`src/rtl/rice_sel_pkg.sv`:
```
package rice_sel_pkg;
  localparam int unsigned CNT_W = 6;
  localparam int unsigned LEN_W = CNT_W + 1;

  typedef enum logic [1:0] {
    OPT_ZERO   = 2'd0,
    OPT_SECEXT = 2'd1,
    OPT_SPLIT  = 2'd2,
    OPT_RAW    = 2'd3
  } opt_e;

  function automatic logic [LEN_W-1:0] blk_len(input logic [1:0] sel);
    return LEN_W'(8) << sel;
  endfunction
endpackage

```
`src/rtl/rice_sample_ctr.sv`:
```
module rice_sample_ctr
  import rice_sel_pkg::*;
(
  input  logic             clk_i,
  input  logic             rst_ni,
  input  logic             valid_i,
  input  logic [1:0]       blk_sel_i,
  output logic             last_o,
  output logic             odd_o,
  output logic [LEN_W-1:0] len_o
);
  logic [CNT_W-1:0] cnt_q;
  logic [LEN_W-1:0] len_q, len_eff;

  // length is taken from the port only on the first sample
  assign len_eff = (cnt_q == '0) ? blk_len(blk_sel_i) : len_q;
  assign last_o  = valid_i && ({1'b0, cnt_q} == len_eff - LEN_W'(1));
  assign odd_o   = cnt_q[0];
  assign len_o   = len_q;

  always_ff @(posedge clk_i or negedge rst_ni) begin
    if (!rst_ni) begin
      cnt_q <= '0;
      len_q <= LEN_W'(8);
    end else if (valid_i) begin
      len_q <= len_eff;
      cnt_q <= last_o ? '0 : cnt_q + CNT_W'(1);
    end
  end
endmodule

```
`src/rtl/rice_split_acc.sv`:
```
module rice_split_acc #(
  parameter int unsigned SAMPLE_W = 8,
  parameter int unsigned MAX_K    = 6,
  parameter int unsigned COST_W   = 16
) (
  input  logic                           clk_i,
  input  logic                           rst_ni,
  input  logic                           valid_i,
  input  logic                           clear_i,
  input  logic [SAMPLE_W-1:0]            sample_i,
  output logic [MAX_K:0][COST_W-1:0]     sum_o
);
  for (genvar gk = 0; gk <= MAX_K; gk++) begin : g_k
    logic [COST_W-1:0] acc_q, base, term;
    assign base = clear_i ? '0 : acc_q;
    assign term = valid_i ? COST_W'(sample_i >> gk) + COST_W'(1) : '0;
    always_ff @(posedge clk_i or negedge rst_ni) begin
      if (!rst_ni) acc_q <= '0;
      else         acc_q <= base + term;
    end
    assign sum_o[gk] = acc_q;
  end
endmodule

```
`src/rtl/rice_secext_acc.sv`:
```
module rice_secext_acc #(
  parameter int unsigned SAMPLE_W = 8,
  parameter int unsigned COST_W   = 16
) (
  input  logic                clk_i,
  input  logic                rst_ni,
  input  logic                valid_i,
  input  logic                clear_i,
  input  logic                odd_i,
  input  logic [SAMPLE_W-1:0] sample_i,
  output logic [COST_W-1:0]   cost_o
);
  localparam int unsigned GW   = 2 * (SAMPLE_W + 1);
  localparam int unsigned SW   = ((GW > COST_W) ? GW : COST_W) + 1;
  localparam logic [SW-1:0] CMAX = SW'({COST_W{1'b1}});

  logic [SAMPLE_W-1:0] a_q;
  logic [SAMPLE_W:0]   pair_sum;
  logic [GW-1:0]       prod, term;
  logic [COST_W-1:0]   acc_q, base;
  logic [SW-1:0]       wide;

  assign pair_sum = {1'b0, a_q} + {1'b0, sample_i};
  assign prod     = GW'(pair_sum) * GW'(pair_sum + (SAMPLE_W+1)'(1));
  assign term     = (prod >> 1) + GW'(sample_i) + GW'(1);
  assign base     = clear_i ? '0 : acc_q;
  assign wide     = SW'(base) + ((valid_i && odd_i) ? SW'(term) : '0);

  always_ff @(posedge clk_i or negedge rst_ni) begin
    if (!rst_ni) begin
      a_q   <= '0;
      acc_q <= '0;
    end else begin
      if (valid_i && !odd_i) a_q <= sample_i;
      acc_q <= (wide > CMAX) ? CMAX[COST_W-1:0] : wide[COST_W-1:0];
    end
  end

  assign cost_o = acc_q;
endmodule

```
`src/rtl/rice_opt_pick.sv`:
```
module rice_opt_pick
  import rice_sel_pkg::*;
#(
  parameter int unsigned SAMPLE_W = 8,
  parameter int unsigned MAX_K    = 6,
  parameter int unsigned COST_W   = 16,
  parameter int unsigned KW       = 3
) (
  input  logic [MAX_K:0][COST_W-1:0] split_sum_i,
  input  logic [COST_W-1:0]          se_cost_i,
  input  logic [LEN_W-1:0]           len_i,
  input  logic                       all_zero_i,
  output opt_e                       opt_o,
  output logic [KW-1:0]              k_o,
  output logic [COST_W-1:0]          bits_o
);
  logic [MAX_K:0][COST_W-1:0] tot;
  logic [COST_W-1:0]          raw;

  for (genvar gk = 0; gk <= MAX_K; gk++) begin : g_tot
    assign tot[gk] = split_sum_i[gk] + COST_W'(len_i) * COST_W'(gk);
  end
  assign raw = COST_W'(len_i) * COST_W'(SAMPLE_W);

  // strict compares keep the earlier candidate on a tie
  always_comb begin
    opt_o  = OPT_SPLIT;
    k_o    = '0;
    bits_o = tot[0];
    for (int k = 1; k <= int'(MAX_K); k++) begin
      if (tot[k] < bits_o) begin
        bits_o = tot[k];
        k_o    = KW'(k);
      end
    end
    if (se_cost_i < bits_o) begin
      opt_o  = OPT_SECEXT;
      k_o    = '0;
      bits_o = se_cost_i;
    end
    if (raw < bits_o) begin
      opt_o  = OPT_RAW;
      k_o    = '0;
      bits_o = raw;
    end
    if (all_zero_i) begin
      opt_o  = OPT_ZERO;
      k_o    = '0;
      bits_o = '0;
    end
  end
endmodule

```
`src/rtl/rice_opt_sel.sv`:
```
module rice_opt_sel
  import rice_sel_pkg::*;
#(
  parameter int unsigned SAMPLE_W = 8,
  parameter int unsigned MAX_K    = 6,
  parameter int unsigned COST_W   = 16,
  parameter int unsigned KW       = $clog2(MAX_K + 1)
) (
  input  logic                clk_i,
  input  logic                rst_ni,
  input  logic                valid_i,
  input  logic [1:0]          blk_sel_i,
  input  logic [SAMPLE_W-1:0] sample_i,
  output logic                done_o,
  output logic [1:0]          opt_o,
  output logic [KW-1:0]       k_o,
  output logic [COST_W-1:0]   bits_o,
  output logic                zero_o
);
  logic                       last, odd, blk_end_q, zero_acc_q, zero_base;
  logic [LEN_W-1:0]           len;
  logic [MAX_K:0][COST_W-1:0] split_sum;
  logic [COST_W-1:0]          se_cost, pick_bits;
  logic [KW-1:0]              pick_k;
  opt_e                       pick_opt;

  rice_sample_ctr u_ctr (
    .clk_i, .rst_ni, .valid_i, .blk_sel_i,
    .last_o (last),
    .odd_o  (odd),
    .len_o  (len)
  );

  rice_split_acc #(.SAMPLE_W(SAMPLE_W), .MAX_K(MAX_K), .COST_W(COST_W)) u_split (
    .clk_i, .rst_ni, .valid_i,
    .clear_i  (blk_end_q),
    .sample_i,
    .sum_o    (split_sum)
  );

  rice_secext_acc #(.SAMPLE_W(SAMPLE_W), .COST_W(COST_W)) u_secext (
    .clk_i, .rst_ni, .valid_i,
    .clear_i  (blk_end_q),
    .odd_i    (odd),
    .sample_i,
    .cost_o   (se_cost)
  );

  rice_opt_pick #(.SAMPLE_W(SAMPLE_W), .MAX_K(MAX_K), .COST_W(COST_W), .KW(KW)) u_pick (
    .split_sum_i (split_sum),
    .se_cost_i   (se_cost),
    .len_i       (len),
    .all_zero_i  (zero_acc_q),
    .opt_o       (pick_opt),
    .k_o         (pick_k),
    .bits_o      (pick_bits)
  );

  assign zero_base = blk_end_q ? 1'b1 : zero_acc_q;

  always_ff @(posedge clk_i or negedge rst_ni) begin
    if (!rst_ni) begin
      blk_end_q  <= 1'b0;
      zero_acc_q <= 1'b1;
      done_o     <= 1'b0;
      opt_o      <= '0;
      k_o        <= '0;
      bits_o     <= '0;
      zero_o     <= 1'b0;
    end else begin
      blk_end_q  <= last;
      zero_acc_q <= zero_base & (!valid_i || (sample_i == '0));
      done_o     <= blk_end_q;
      if (blk_end_q) begin
        opt_o  <= pick_opt;
        k_o    <= pick_k;
        bits_o <= pick_bits;
        zero_o <= zero_acc_q;
      end
    end
  end
endmodule

```
`config.mk`:
```
export PLATFORM = sky130hd
export DESIGN_NAME = rice_opt_sel
export DESIGN_NICKNAME = d
export VERILOG_FILES = /design/src/rtl/rice_sel_pkg.sv /design/src/rtl/rice_sample_ctr.sv /design/src/rtl/rice_split_acc.sv /design/src/rtl/rice_secext_acc.sv /design/src/rtl/rice_opt_pick.sv /design/src/rtl/rice_opt_sel.sv
export SDC_FILE = /design/constraint.sdc
export NUM_CORES = 1
export LEC_CHECK = 0
export ABC_CLOCK_PERIOD_IN_PS = 25000
export BUFFER_PORTS_ARGS = -buffer_cell sky130_fd_sc_hd__clkbuf_2
export CAP_MARGIN = 25
export CORE_MARGIN = 5
export CORE_UTILIZATION = 50
export DETAILED_ROUTE_END_ITERATION = 7
export GPL_TIMING_DRIVEN = 0
export HOLD_SLACK_MARGIN = 0.03
export PLACE_DENSITY = 0.67
export SETUP_SLACK_MARGIN = 0.3
export SYNTH_ARGS = -nofsm -noshare
export SYNTH_HDL_FRONTEND = slang
export SYNTH_SLANG_ARGS = --single-unit
```
`constraint.sdc`:
```
create_clock -name clk_i -period 25 [get_ports clk_i]
set_clock_uncertainty 0.15 [all_clocks]
set_input_delay 2.5 -clock clk_i [delete_from_list [all_inputs] [get_ports clk_i]]
set_output_delay 2.5 -clock clk_i [all_outputs]
set_load 0.05 [all_outputs]
```
==> impl_metrics.toml <==
[global_route]
antenna_found_initial = 0
grt_max_degree = 106
grt_remaining_overflow = 0
grt_pass1_vias = 18070
grt_pass1_wl_um = 95380
grt_use_total_pct = 25.46

[clocking]
numCtsBuffers = 17
clock-sinks = 174
cts_tree = "yes"
clk-insertion-delay-late_ns = 0.47
cts_max_level = 4
path_clk_slew_ns = 0.08
clk_path_buf_depth = 2
root_buffer = "clkbuf_16"
hold_buffers = 0

[setup_path]
rr_startpoint = "u_ctr.len_o[0]"
crit_start = "u_ctr.len_o[0]"
cp.arrival_ns = 23.35
cpPeakStageDelay_ns = 0.61
required_ns = 25.21
r2r_slack_ns = 1.87
crit_path_end_kind = "flip-flop"
crit_path_start_kind = "flip-flop"
cp_common_cell = "a21oi_1"
cp_max_fo = 14
worstSetupPathType = "reg2reg"
slowest_stage = "dfrtp_2"
r2r.worst_path.cells = 107
rr_endpoint = "k_o[1]"

[die]
fp.dieW_um = 215.8
die_area_um2 = 46580
initial_core_util_pct = 50.49
die_y_um = 215.8
fp-row-count = 75
core-area_um2 = 41950
pin_count = 36

[final_layout]
final_core_util_pct = 54.39
seq_area_um2 = 4360
antenna_cells = 0
final_common_cell = "ha_1"
multi_input_area_um2 = 15580
n_fill_cell = 3933
final_cell_mix = "302 x ha_1, 277 x inv_1, 196 x nor2_1, 176 x nand2_1, 171 x a21oi_1"
syn_to_final_growth_pct = 7.715
final_nets = 2964
drive_gt1_share_pct = 6.088

[logic_synthesis]
synth.cell_area_um2 = 21180
synthArstFlopShare_pct = 100.0
synth_seq_cells = 174
syn_inst = 2503
synth_fp_nets = 2901
synth_top_flop_cell = "dfrtp_1"
synth_edf_count = 0
yosysSeqAreaShare_pct = 20.57
syn_avg_cell_area_um2 = 8.462
ys_types = 85
yosys_warnings = 0

[routing]
met1_length_um = 26670
initialDrtViolationCount = 1223
wl_per_cell_um = 18.87
top_layer = "met4"
dr.pass1.iters = 5
wl_um = 58840
viasPerCell = 5.725
dr_wl_met3_um = 2787
vias = 17850
drc_errors = 0
routed-wl-met2_um = 27800
drtAntennaViolNets = 0

[sta]
max_clock_freq_mhz = 43.23
slew_headroom_pct = 27.36
post-route-min-period_ns = 23.13
rsz0062_at_grt = "false"
setup_tns_ns = 0
slew_viol_final = 0
worst_hold_slack_ns = 0.3403
finalHoldViolations = 0
fin_ws_ns = 1.868
tightestPinTransition_ns = 1.090
fin_crit_sh_pct = 92.53
setup_violations = 0

[place]
io_buffers = 35
place_ws_ns = -0.1190
gp_congestion = 0.9205
dpl.hpwl_um = 47410

[hold_path]
hold_start = "bits_o[1]"
hold_path.class = "reg2reg"
min_path_cells = 2
min_to = "bits_o[1]"

[outcome]
status = "completed"

[flow_run]
drv_cap = 0
worst max-delay path by stage:
stage / endpoint / slack (ns) / cells after the start
floorplan: k_o[0] / 4.71 / 103
global placement: k_o[1] / 0.27 / 103
detailed placement: k_o[1] / -0.12 / 103
CTS: opt_o[1] / 0.38 / 105
global route: opt_o[0] / 0.36 / 111
finish: k_o[1] / 1.87 / 107
registers in the layout, summed over array words and instances (netlist names):
signal and count:
blk_end_q 1, u_ctr.len_o 7, k_o 3, done_o 1, zero_acc_q 1, zero_o 1, opt_o 2, u_ctr.cnt_q 6
u_secext.cost_o 16, u_split.g_k.acc_q 112, bits_o 16, u_secext.a_q 8
cell type report:
| cell class | count | share of cell area (%) |
|---|---|---|
| inverters | 277 | 4.557 |
| plain buffers | 66 | 1.196 |
| repair buffers | 44 | 1.377 |
| multi-input cells | 1986 | 68.30 |
| well taps | 539 | 2.956 |
| clock buffers | 17 | 1.865 |
| flip-flops and latches | 174 | 19.11 |
| clock inverters | 15 | 0.6417 |
through the flow:
stage,instances,cell area (µm²)
4_1_cts,3115,22740
6_report,3118,22810
3_5_place_dp,3083,22150
3_3_place_gp,3077,22030
2_1_floorplan,2503,21180
5_1_grt,3118,22810
critical path: cells and delay by family (launching register included):
family / cells / cell delay [ns]
DFF: 1 / 0.61
muxes: 5 / 1.75
AOI/OAI and AO/OA: 51 / 10.70
buffers and inverters: 13 / 2.93
adders and majority gates: 10 / 3.12
and+or+nand+nor: 27 / 3.53
xor gates and xnor gates: 1 / 0.22
kinds of logic (layout without fill, tap and decap cells):
| group | count (synthesis) | count (layout) | synth area share [%] |
|---|---|---|---|
| AOI/OAI and AO/OA | 534 | 534 | 16.60 |
| xor gates and xnor gates | 239 | 239 | 9.883 |
| adders and majority gates | 386 | 386 | 25.73 |
| buffers and inverters | 343 | 419 | 6.144 |
| DFF | 174 | 174 | 20.57 |
| muxes | 53 | 53 | 2.800 |
| and+or+nand+nor | 774 | 774 | 18.27 |
Yosys cell counts (4+ instances only):
library cell,n,area (µm²)
a211o_1,5,43.79
a211oi_1,8,60.06
a21boi_0,11,82.58
a21o_1,70,525.5
a21oi_1,173,865.8
a311o_1,8,80.08
a31oi_1,6,37.54
and2_1,39,244.0
and3_1,24,150.1
and4_1,5,43.79
buf_1,5,18.77
clkbuf_1,57,214.0
dfrtp_1,172,4304
fa_1,83,1662
ha_1,302,3779
inv_1,277,1040
mux2_2,17,191.4
mux2i_1,29,290.3
nand2_1,177,664.4
nand2b_1,63,394.1
nand3_1,57,285.3
nand3b_1,5,37.54
nand4_1,31,193.9
nor2_1,196,735.7
nor2b_1,89,556.8
nor3_1,31,155.2
nor3b_1,11,82.58
nor4_1,4,25.02
o21a_1,16,120.1
o21ai_0,100,500.5
o21ai_1,4,20.02
o21bai_1,61,457.9
o22ai_1,5,31.28
o311ai_0,6,52.55
o311ai_1,7,61.31
o31ai_1,7,52.55
or2_2,12,75.07
or3_1,17,106.4
or4_1,5,37.54
xnor2_1,153,1340
xor2_1,86,753.2
routing by layer:
layer  GRT usage (%)  up-vias
li1                -     8665
met1           34.15     8689
met2           42.75      405
met3           3.742       90
met4           7.723        0
met5               0        -
what timing repair did:
| item | in CTS | in global routing |
|---|---|---|
| pin swaps | 0 | 2 |
| resized for setup | 6 | 27 |
| buffers inserted | 0 | 3 |
| setup endpoints to repair | 15 | 15 |
Power is left out: the tool's default activity adds up to more than one toggle a clock period on the data nets, which glitch-free logic cannot reach.
